==> src/rtl/pic_init_pkg.sv <==
package pic_init_pkg;
   typedef enum logic [2:0] {
      ST_IDLE, ST_VEC, ST_CAS, ST_MODE, ST_RUN
   } seq_state_e;

   typedef enum logic [3:0] {
      W_NONE, W_INIT, W_VEC, W_CAS, W_MODE, W_MASK, W_OP2, W_OP3, W_BAD
   } wr_kind_e;

   localparam int FLAG_BIT   = 4;
   localparam int CLASS_BIT  = 3;
   localparam int SINGLE_BIT = 1;
   localparam int MODE_BIT   = 0;
endpackage

==> src/rtl/pic_wr_classify.sv <==
module pic_wr_classify
   import pic_init_pkg::*;
(
   input  logic       wr_en,
   input  logic       wr_a0,
   input  logic [1:0] cls_bits,   // data bits 4:3
   input  seq_state_e state,
   output wr_kind_e   kind
);
   always_comb begin
      kind = W_NONE;
      if (wr_en) begin
         if (!wr_a0) begin
            if (cls_bits[1])          kind = W_INIT;
            else if (state == ST_RUN) kind = cls_bits[0] ? W_OP3 : W_OP2;
            else                      kind = W_BAD;
         end else begin
            unique case (state)
               ST_IDLE: kind = W_BAD;
               ST_VEC:  kind = W_VEC;
               ST_CAS:  kind = W_CAS;
               ST_MODE: kind = W_MODE;
               ST_RUN:  kind = W_MASK;
               default: kind = W_BAD;
            endcase
         end
      end
   end
endmodule

==> src/rtl/pic_seq_fsm.sv <==
module pic_seq_fsm
   import pic_init_pkg::*;
(
   input  logic       clk,
   input  logic       rst_n,
   input  wr_kind_e   kind,
   input  logic [1:0] flags,      // {single, mode-word-follows} of setup word
   output seq_state_e state,
   output logic       ready
);
   seq_state_e nxt;

   always_comb begin
      nxt = state;
      unique case (kind)
         W_INIT: nxt = ST_VEC;
         W_VEC:  nxt = !flags[1] ? ST_CAS : (flags[0] ? ST_MODE : ST_RUN);
         W_CAS:  nxt = flags[0] ? ST_MODE : ST_RUN;
         W_MODE: nxt = ST_RUN;
         default: nxt = state;
      endcase
   end

   always_ff @(posedge clk or negedge rst_n) begin
      if (!rst_n) state <= ST_IDLE;
      else        state <= nxt;
   end

   assign ready = (state == ST_RUN);
endmodule

==> src/rtl/pic_cfg_bank.sv <==
module pic_cfg_bank
   import pic_init_pkg::*;
#(
   parameter int          DW      = 8,
   parameter logic [DW-1:0] OP3_RST = DW'(8'h02)
) (
   input  logic          clk,
   input  logic          rst_n,
   input  wr_kind_e      kind,
   input  logic [DW-1:0] din,
   output logic [DW-1:0] init_word,
   output logic [DW-1:0] vector_base,
   output logic [DW-1:0] cascade_cfg,
   output logic [DW-1:0] mode_cfg,
   output logic [DW-1:0] irq_mask,
   output logic [DW-1:0] op2_word,
   output logic [DW-1:0] op3_word,
   output logic          op2_pulse,
   output logic          op3_pulse,
   output logic          init_pulse,
   output logic          err_pulse
);
   always_ff @(posedge clk or negedge rst_n) begin
      if (!rst_n) begin
         init_word   <= '0;
         vector_base <= '0;
         cascade_cfg <= '0;
         mode_cfg    <= '0;
         irq_mask    <= '0;
         op2_word    <= '0;
         op3_word    <= OP3_RST;
         op2_pulse   <= 1'b0;
         op3_pulse   <= 1'b0;
         init_pulse  <= 1'b0;
         err_pulse   <= 1'b0;
      end else begin
         op2_pulse  <= 1'b0;
         op3_pulse  <= 1'b0;
         init_pulse <= 1'b0;
         err_pulse  <= 1'b0;
         unique case (kind)
            W_INIT: begin
               init_word  <= din;
               irq_mask   <= '0;
               init_pulse <= 1'b1;
            end
            W_VEC:  vector_base <= din;
            W_CAS:  cascade_cfg <= din;
            W_MODE: mode_cfg    <= din;
            W_MASK: irq_mask    <= din;
            W_OP2: begin
               op2_word  <= din;
               op2_pulse <= 1'b1;
            end
            W_OP3: begin
               op3_word  <= din;
               op3_pulse <= 1'b1;
            end
            W_BAD:  err_pulse <= 1'b1;
            default: ;
         endcase
      end
   end
endmodule

==> src/rtl/pic_init_seq.sv <==
module pic_init_seq
   import pic_init_pkg::*;
#(
   parameter int            DW      = 8,
   parameter logic [DW-1:0] OP3_RST = DW'(8'h02)
) (
   input  logic          clk,
   input  logic          rst_n,
   input  logic          wr_en,
   input  logic          wr_a0,
   input  logic [DW-1:0] wr_data,
   output logic [DW-1:0] init_word,
   output logic [DW-1:0] vector_base,
   output logic [DW-1:0] cascade_cfg,
   output logic [DW-1:0] mode_cfg,
   output logic [DW-1:0] irq_mask,
   output logic [DW-1:0] op2_word,
   output logic [DW-1:0] op3_word,
   output logic          ready,
   output logic          op2_pulse,
   output logic          op3_pulse,
   output logic          init_pulse,
   output logic          err_pulse
);
   localparam int MIN_DW = FLAG_BIT + 1;

   generate
      if (DW < MIN_DW) begin : g_dw_chk
         $error("pic_init_seq: DW must cover the class flag bits");
      end
   endgenerate

   seq_state_e state;
   wr_kind_e   kind;

   pic_wr_classify u_cls (
      .wr_en    (wr_en),
      .wr_a0    (wr_a0),
      .cls_bits (wr_data[FLAG_BIT:CLASS_BIT]),
      .state    (state),
      .kind     (kind)
   );

   pic_seq_fsm u_fsm (
      .clk   (clk),
      .rst_n (rst_n),
      .kind  (kind),
      .flags ({init_word[SINGLE_BIT], init_word[MODE_BIT]}),
      .state (state),
      .ready (ready)
   );

   pic_cfg_bank #(.DW(DW), .OP3_RST(OP3_RST)) u_bank (
      .clk         (clk),
      .rst_n       (rst_n),
      .kind        (kind),
      .din         (wr_data),
      .init_word   (init_word),
      .vector_base (vector_base),
      .cascade_cfg (cascade_cfg),
      .mode_cfg    (mode_cfg),
      .irq_mask    (irq_mask),
      .op2_word    (op2_word),
      .op3_word    (op3_word),
      .op2_pulse   (op2_pulse),
      .op3_pulse   (op3_pulse),
      .init_pulse  (init_pulse),
      .err_pulse   (err_pulse)
   );
endmodule

==> config.mk <==
export PLATFORM = sky130hd
export DESIGN_NAME = pic_init_seq
export DESIGN_NICKNAME = d
export VERILOG_FILES = /design/src/rtl/pic_init_pkg.sv /design/src/rtl/pic_wr_classify.sv /design/src/rtl/pic_seq_fsm.sv /design/src/rtl/pic_cfg_bank.sv /design/src/rtl/pic_init_seq.sv
export SDC_FILE = /design/constraint.sdc
export NUM_CORES = 1
export LEC_CHECK = 0
export BUFFER_PORTS_ARGS = -buffer_cell sky130_fd_sc_hd__clkbuf_2
export CORE_MARGIN = 2
export CORE_UTILIZATION = 55
export CTS_CLUSTER_DIAMETER = 120
export DETAILED_ROUTE_END_ITERATION = 10
export HOLD_SLACK_MARGIN = 0.03
export PLACE_DENSITY = 0.81
export SLEW_MARGIN = 20
export SYNTH_ARGS = -nofsm -noshare
export SYNTH_HDL_FRONTEND = slang
export SYNTH_SLANG_ARGS = --single-unit
export TNS_END_PERCENT = 10
==> constraint.sdc <==
create_clock -name clk -period 4.3 [get_ports clk]
set_clock_uncertainty 0.2 [all_clocks]
set_input_delay 0.215 -clock clk [delete_from_list [all_inputs] [get_ports clk]]
set_output_delay 0.215 -clock clk [all_outputs]
set_load 0.005 [all_outputs]
# After elaboration in Yosys (flattened, before gate mapping)
# Cells that the tools add are included.
# Widths: inputs -> output; s select.
# classes
n_eq_ne	12
reduce_logical	2
mux	14
# ops
op	count
$eq 4x3->1 const B	4
$mux 4	4
$pmux 4 s4	1
$pmux 8 s2	1
$pmux 3 s4	1
$eq 4x2->1 const B	2
$eq 3x2->1 const B	2
$mux 3	2
$mux 1	5
$eq 4x1->1 const B	1
$eq 4x4->1 const B	1
$reduce_bool 4->1	1
$eq 3x1->1 const B	1
$eq 3x3->1 const B	1
$reduce_bool 2->1	1
# totals
word_cells	40
input_bits	12
regBits	63

# Depth between registers and ports, before layout
# Gate-level depths: netlist of the first run.
# depth
ltp_word	7
ltp_mapped	9
depth_no_buf	7

# Cells and area by module
# A second synthesis of the first run with hierarchy kept.
# unflattened
hier_cells	182
area_unflattened_um2	2651.3
# by_module_without_submodules
module	seq_area_each_um2	area_each_um2	instances	cells_each
pic_cfg_bank	1502.7	2364.8	1	148
pic_seq_fsm	75.1	171.4	1	17
pic_wr_classify	0.0	115.1	1	17

# Least setup slack after synthesis of the first run
# OpenSTA, ideal clock, no wires.
# synth_path
path_type	flip-flop to flip-flop
startpoint	reg u_fsm.state[1]
endpoint	reg u_bank.op2_word[0]
n_path_buf	2
stages_incl_launch_ff	8
synth_period_minus_slack_ns	1.926
setup_time_ns	0.125
path_slack_ns	2.374
t_arrival_ns	1.601
path_cell_list	dfrtp_1 > buf_6 > nor2_4 > nand2_4 > nor4b_4 > nor2b_1 > buf_2 > mux2_2
# synth_between
elab_chain_len	6
# synth_rtl
element	line	text
start: declaration	pic_seq_fsm.sv:8	output seq_state_e state,
start signal: assignment	pic_seq_fsm.sv:26	else state <= nxt;
$eq 3x3->1	pic_wr_classify.sv:15, pic_wr_classify.sv:18	
$mux 4	pic_wr_classify.sv:15	else if (state == ST_RUN) kind = cls_bits[0] ? W_OP3 : W_OP2;
$mux 4	pic_wr_classify.sv:14	if (cls_bits[1]) kind = W_INIT;
$mux 4 (*)	pic_wr_classify.sv:13	if (!wr_a0) begin
$mux 4 (*)	pic_wr_classify.sv:12	if (wr_en) begin
$eq 4x3->1 (*)	pic_cfg_bank.sv:41	unique case (kind)
end signal: assignment	pic_cfg_bank.sv:52	op2_word <= din;
end: declaration	pic_cfg_bank.sv:16	output logic [DW-1:0] op2_word,
# Every way passes the cells marked *; elsewhere a longest branch is shown, timed or not.
# A chain may end at the register's enable or synchronous reset.

# Final worst setup path of the first run
# layout_path
startpoint	reg u_fsm.state[1]
endpoint	reg u_bank.op2_word[1]
# The elaborated chain is that of the path after synthesis.

==> flow_metrics.py, run 1 <==
metrics = {
    "floorplanning": {
        "die_x_um": 71.6,
        "die_y_um": 71.6,
        "initial_core_util_pct": 57.3,
        "rows": 24,
        "die_area_mm2": 0.00512,
        "io_pins": 73,
        "core_mm2": 0.00438,
    },
    "layout": {
        "area_delta_synth_final_pct": 27.0,
        "n_fill_cell": 290,
        "antenna_cells": 0,
        "layout.nets": 276,
        "drive_gt1_share_pct": 50.0,
        "fin_cells": 320,
    },
    "placed_design": {
        "place_inst": 298,
        "io_buffers": 72,
        "gp_congestion": 0.867,
        "dpl.hpwl_um": 3530,
    },
    "power": {
        "p_seq_share_pct": 44.6,
        "internal_power_mw": 1.53,
        "pwr-share-comb_pct": 27.9,
        "p_sw_mw": 0.605,
        "p_leak_nw": 1.66,
        "power_density_mw_per_mm2": 670,
        "swShare_pct": 28.3,
        "pwr-share-clk_pct": 27.4,
        "ir_worst_vdd_mv": 0.373,
    },
    "timing": {
        "finalSetupViolCount": 0,
        "slew_violations": 0,
        "timing.setup.tns_ns": 0,
        "min_period_ns": 2.41,
        "tightest_slew_ns": 0.766,
        "slew-limit-headroom_pct": 49.0,
        "max_freq_mhz": 415,
        "rsz0062_at_grt": "no",
        "hold_violations": 0,
        "layout_worst_path_cycle_share_pct": 56.1,
    },
    "outcome": {
        "status": "finished, final reports clean",
    },
    "synth": {
        "ys_seq_area_share_pct": 62.8,
        "synth_xor_area_share_pct": 0.697,
        "synth-simple-area-share_pct": 10.8,
        "syn-cell-area_mm2": 0.00251,
        "synth_top_family_by_area": "multiplexers",
        "synth_top_area_cell": "dfrtp_1",
        "async_reset_ff_share_pct": 100,
        "synth-compound-area-share_pct": 6.37,
        "yosysMostFrequentCell": "dfrtp_1",
        "yosys_warnings": 0,
        "synth_flop_cell": "dfrtp_1",
        "synthCells": 182,
        "yosys.area.top_type_share_pct": 61.8,
        "synth_seq_cells": 63,
        "syn-num-nets": 194,
        "synth_cell_types": 39,
        "synth_fa_ha_area_share_pct": 0,
        "synth_common_cells": "62 x dfrtp_1, 37 x mux2_2, 24 x nand2_1",
        "avgSynthCellArea_um2": 13.8,
        "muxShareOfSynthArea_pct": 16.6,
        "synth_edf_count": 0,
        "yosys-top-cells-area": "dfrtp_1 62%, mux2_2 17%, nand2_1 3.6%",
    },
    "clock_tree": {
        "cts.path.max_buffers": 2,
        "cts_sinks": 63,
        "cts_inserted_buffers": 9,
        "cts_resized": 0,
        "cts_tree": "done",
        "htreeDepth": 3,
        "clkTransAtPathRegs_ns": 0.07,
        "root_buffer": "clkbuf_8",
        "clk_latency_ns": 0.34,
    },
    "drt": {
        "num_vias": 1711,
        "drt-initial-drc-count": 118,
        "wire_per_inst_um": 16.6,
        "drt_pass1_iterations": 4,
        "drc": 0,
        "antenna_left": 0,
        "routed_wl_um": 5300,
        "viasPerCell": 5.35,
    },
    "hold_path": {
        "hp-class": "input pin to register",
    },
    "worst_setup_path": {
        "rrSetupSlack_ns": 1.89,
        "crit_path_end_kind": "register",
        "critPathLaunchType": "register",
        "path_max_fanout": 9,
        "worstSetupPathType": "register to register",
        "worst_ep_arrival_time_ns": 2.43,
        "required_ns": 4.32,
    },
    "global_route": {
        "antenna_found_initial": 0,
        "grt_pass1_vias": 1748,
        "grt-ovfl-total": 0,
        "grt_start_max_net_pins": 64,
        "grtUsageTotal_pct": 22.8,
        "grt_pass1_wl_um": 8670,
    },
    "run": {
        "max-cap-violations": 0,
    },
}
-- kinds of logic after synthesis --
kind of cell | after synthesis
DFF | 63
AOI/OAI and AO/OA | 20
buffers and inverters | 13
muxes | 37
and+or+nand+nor | 47
xor gates and xnor gates | 2
-- sequential cells by signal, indices dropped and copies added, names as in the netlist --
| signal | cells |
|---|---|
| u_fsm.state | 3 |
| u_bank.mode_cfg | 8 |
| u_bank.op2_word | 8 |
| u_bank.irq_mask | 8 |
| u_bank.init_word | 8 |
| u_bank.init_pulse | 1 |
| u_bank.err_pulse | 1 |
| u_bank.cascade_cfg | 8 |
| u_bank.op3_word | 8 |
| u_bank.vector_base | 8 |
| u_bank.op2_pulse | 1 |
| u_bank.op3_pulse | 1 |
-- repair_timing --
action                                 CTS  global route
buffers inserted                         0             0
endpoints found under the hold margin   78             0
hold buffers                             7             0
-- metal layers --
metal / up-vias / part of all wire [%] / track usage (%) / routed length (um)
li1: 791 / - / - / -
met1: 861 / 44 / 30.0 / 2330
met2: 54 / 49 / 34.7 / 2620
met3: 5 / 5.8 / 8.86 / 309
met4: 0 / 0.79 / 8.18 / 42
met5: - / 0 / 0 / 0
-- per-stage QoR --
step	total power, mW	area, um^2	hold slack (ns)	utilization, %	worst slack [ns]
4_1_cts	2.16	3190	0.0306	72.8	1.89
5_1_grt	2.26	3190	0.0481	72.8	1.76
6_report	2.14	3190	0.0388	72.8	1.89
3_5_place_dp	1.56	2890	0.219	65.9	1.89
2_1_floorplan	1.27	2510	-0.281	-	2.37
3_3_place_gp	1.53	2890	0.228	65.9	1.98
-- worst paths after layout --
check,startpoint,endpoint,cells past startpoint
min,wr_data[3],u_bank.irq_mask[3],2
max,u_fsm.state[1],u_bank.op2_word[1],5
max reg2reg,u_fsm.state[1],u_bank.op2_word[1],5
min reg2reg,u_bank.init_word[7],u_bank.init_word[7],2
min in group asynchronous,rst_n,u_bank.init_word[1],3
max in group asynchronous,rst_n,u_bank.irq_mask[7],3
-- power groups by stage --
stage                     registers, mW  logic (mW)  clock network (mW)
after floorplan                   0.950       0.325                   0
after global placement            0.951       0.580                   0
after detailed placement          0.962       0.597                   0
after CTS                         0.954       0.607               0.595
after global routing              0.980       0.659               0.617
final                             0.954       0.597               0.587
-- critical path, stage by stage, from the launching register on --
cell     delay, ns
dfrtp_1       0.50
nor2_4        0.19
nand2_4       0.08
nor4b_4       0.29
nor2b_1       0.63
mux2_2        0.41
-- final cells by class --
cell class,instances,area (um^2),area share [%]
inverters,4,15.0,0.471
repair buffers,80,438,13.7
clock inverters,3,65.1,2.04
multi-input cells,106,865,27.1
flip-flops and latches,63,1580,49.5
well taps,52,65.1,2.04
clock buffers,12,165,5.18
-- cells in the final DEF (no fill, tap or decap), drive strengths merged, types with 2 or more instances in the layout --
cell	Yosys	final
clkbuf	6	84
dfrtp	62	62
mux2	37	37
nand2	25	25
a22o	8	8
dlygate4sd3	0	7
nand2b	6	6
nor2	4	4
nor2b	3	3
o21ai	3	3
inv	3	3
xnor2	2	2
a211o	2	2
bufinv	0	2
clkinv	1	2
and3	2	2
Power figures use the tool's default switching activity.
==> run 2: changes to the inputs <==
--- a/config.mk
+++ b/config.mk
@@ -7,11 +7,11 @@
 export LEC_CHECK = 0
 export BUFFER_PORTS_ARGS = -buffer_cell sky130_fd_sc_hd__clkbuf_2
 export CORE_MARGIN = 2
-export CORE_UTILIZATION = 55
+export CORE_UTILIZATION = 46
 export CTS_CLUSTER_DIAMETER = 120
 export DETAILED_ROUTE_END_ITERATION = 10
 export HOLD_SLACK_MARGIN = 0.03
-export PLACE_DENSITY = 0.81
+export PLACE_DENSITY = 0.72
 export SLEW_MARGIN = 20
 export SYNTH_ARGS = -nofsm -noshare
 export SYNTH_HDL_FRONTEND = slang
==> constraint.sdc (replaced) <==
create_clock -name clk -period 2.2 [get_ports clk]
set_clock_uncertainty 0.2 [all_clocks]
set_input_delay 0.11 -clock clk [delete_from_list [all_inputs] [get_ports clk]]
set_output_delay 0.11 -clock clk [all_outputs]
set_load 0.005 [all_outputs]
==> run 2 against run 1 <==
Compared with the run above: fmax rose by 18%; sequential share of layout area fell by 1.0 points; utilization fell by 10 points; sequential power rose by 94%; final cell count rose by 8.8%; die area rose by 18%; combinational power rose by 100%; first-iteration DRC count rose by 9.3%; largest cell class unchanged; non-clock buffer count rose by 9; setup slack got worse by 1.7 ns; global-route usage fell by 3.1 points.
==> flow_metrics.py, run 2 (synthesized netlist as in run 1, its figures left out) <==
metrics = {
    "drt": {
        "dr_wl_met3_um": 388,
        "wl_met2_um": 2670,
        "drt-initial-drc-count": 129,
        "viasPerCell": 5.07,
        "antenna_left": 0,
        "topRoutingLayerUsed": "met4",
        "routed_wl_um": 5520,
        "drt_pass1_iterations": 4,
        "wire_per_inst_um": 15.9,
        "drc": 0,
        "wl_met1_um": 2390,
        "num_vias": 1763,
    },
    "timing": {
        "hold_violations": 0,
        "rsz0062_at_grt": "no",
        "finalSetupViolCount": 0,
        "timing.setup.tns_ns": 0,
        "slew_violations": 0,
        "slew-limit-headroom_pct": 54.5,
        "layout_worst_path_cycle_share_pct": 92.5,
        "min_period_ns": 2.04,
        "max_freq_mhz": 491,
        "setup_slack_ns": 0.164,
        "tightest_slew_ns": 0.682,
    },
    "hold_path": {
        "hold_start": "wr_a0",
        "hp-class": "input pin to register",
        "min_to": "u_fsm.state[0]",
        "holdPathStages": 3,
    },
    "clock_tree": {
        "cts_sinks": 63,
        "cts_inserted_buffers": 9,
        "clk_latency_ns": 0.34,
        "cts_tree": "done",
        "cts_resized": 0,
        "htreeDepth": 3,
        "hold_buffers": 10,
        "cts_setup_buffers": 0,
        "root_buffer": "clkbuf_8",
        "clkTransAtPathRegs_ns": 0.07,
        "cts.path.max_buffers": 2,
    },
    "worst_setup_path": {
        "reg2regPathDepth": 7,
        "slowest_stage": "dfrtp_1",
        "rrSetupSlack_ns": 0.16,
        "worst_ep_arrival_time_ns": 2.06,
        "path_max_fanout": 8,
        "worstSetupPathType": "register to register",
        "cp.depth": 7,
        "required_ns": 2.22,
        "worstReg2RegEnd": "u_bank.cascade_cfg[2]",
        "critPathMaxStageDelay_ns": 0.49,
        "crit_path_end_kind": "register",
        "critPathLaunchType": "register",
        "critical_path_buf_inv_count": 1,
        "reg2reg_from": "u_fsm.state[0]",
        "crit_chain": "nor2_4 -> nand2_4 -> inv_2 -> a211o_1 -> and3_4 -> nand2b_2 -> mux2_2",
        "critical-path-top-delay-family": "simple AND/OR/NAND/NOR gates",
    },
    "placed_design": {
        "dpl.hpwl_um": 3900,
        "pre_cts_ws_ns": 0.170,
        "gp_congestion": 0.793,
        "place_inst": 322,
        "io_buffers": 72,
        "place_area_mm2": 0.00296,
    },
    "power": {
        "power_density_mw_per_mm2": 1250,
        "ir_worst_vdd_mv": 0.711,
        "pwr-share-comb_pct": 29.8,
        "swShare_pct": 30.0,
        "p_sw_mw": 1.22,
        "internal_power_mw": 2.85,
        "pwr-share-clk_pct": 24.7,
        "p_leak_nw": 1.68,
        "p_seq_share_pct": 45.5,
    },
    "floorplanning": {
        "die_x_um": 77.9,
        "die_y_um": 77.9,
        "initial_core_util_pct": 48.3,
        "core_mm2": 0.00520,
        "die_area_mm2": 0.00607,
        "rows": 26,
        "io_pins": 73,
    },
    "run": {
        "max-cap-violations": 0,
    },
    "global_route": {
        "grt_pass1_vias": 1848,
        "antenna_found_initial": 0,
        "grt-ovfl-total": 0,
        "grtUsageTotal_pct": 19.7,
        "grt_start_max_net_pins": 29,
        "grt_pass1_wl_um": 9180,
    },
    "layout": {
        "drive_gt1_share_pct": 50.4,
        "area_delta_synth_final_pct": 29.6,
        "layout.nets": 285,
        "fin_cells": 348,
        "layout_common_cells": "72 x clkbuf_2, 62 x dfrtp_1, 37 x mux2_2, 24 x nand2_1",
        "design_area_mm2": 0.00326,
        "final_common_cell": "clkbuf_2",
        "antenna_cells": 0,
        "post-route-util_pct": 62.6,
    },
    "outcome": {
        "status": "finished, final reports clean",
    },
}
==> run 2: changes by cell type in the layout (fill, tap and decap cells not counted) <==
cell and delta:
buf_4 +6, bufinv_16 -1, clkbuf_1 +1, clkbuf_8 -2, clkinvlp_4 +3, dlygate4sd3_1 +3
==> run 2: through the flow <==
stage               hold slack, ns  power, mW
floorplan                   -0.386       2.49
global placement           -0.0169       3.04
detailed placement         -0.0259       3.09
CTS                         0.0424       4.11
global route                0.0847       4.32
finish                      0.0570       4.07
==> run 2: layer usage <==
| metal | vias to the layer above | track usage [%] |
|---|---|---|
| li1 | 817 | - |
| met4 | 0 | 8.42 |
| met2 | 57 | 30.7 |
| met5 | - | 0 |
| met3 | 7 | 6.05 |
| met1 | 882 | 25.5 |
==> run 2: final cells by class <==
type                       count  area [um^2]
clock buffer                  11          141
clock inverter                 5         57.6
fill                         454         1950
inverter                       4         15.0
multi-input combinational    106          865
sequential                    63         1580
tap                           70         87.6
timing repair buffer          89          513
==> run 2: worst max path at each step <==
stage	from	endpoint
final	u_fsm.state[0]	u_bank.cascade_cfg[2]
after global routing	u_fsm.state[0]	u_bank.cascade_cfg[0]
after CTS	u_fsm.state[0]	u_bank.cascade_cfg[3]
after detailed placement	u_fsm.state[0]	u_bank.cascade_cfg[3]
after global placement	u_fsm.state[0]	u_bank.cascade_cfg[4]
after floorplan	u_fsm.state[1]	u_bank.op2_word[0]
==> run 2: worst min-delay path, delay by kind of cell <==
kind	cells	cell delay [ns]
AOI/OAI and AO/OA	1	0.14
and+or+nand+nor	1	0.08
buffers and inverters	1	0.20
==> run 2: power groups by stage <==
stage	Clock, mW	Sequential, mW	Combinational [mW]
after floorplan	0	1.86	0.634
after global placement	0	1.86	1.18
after detailed placement	0	1.88	1.21
after CTS	1.02	1.86	1.23
after global routing	1.07	1.91	1.34
final	1.00	1.85	1.21
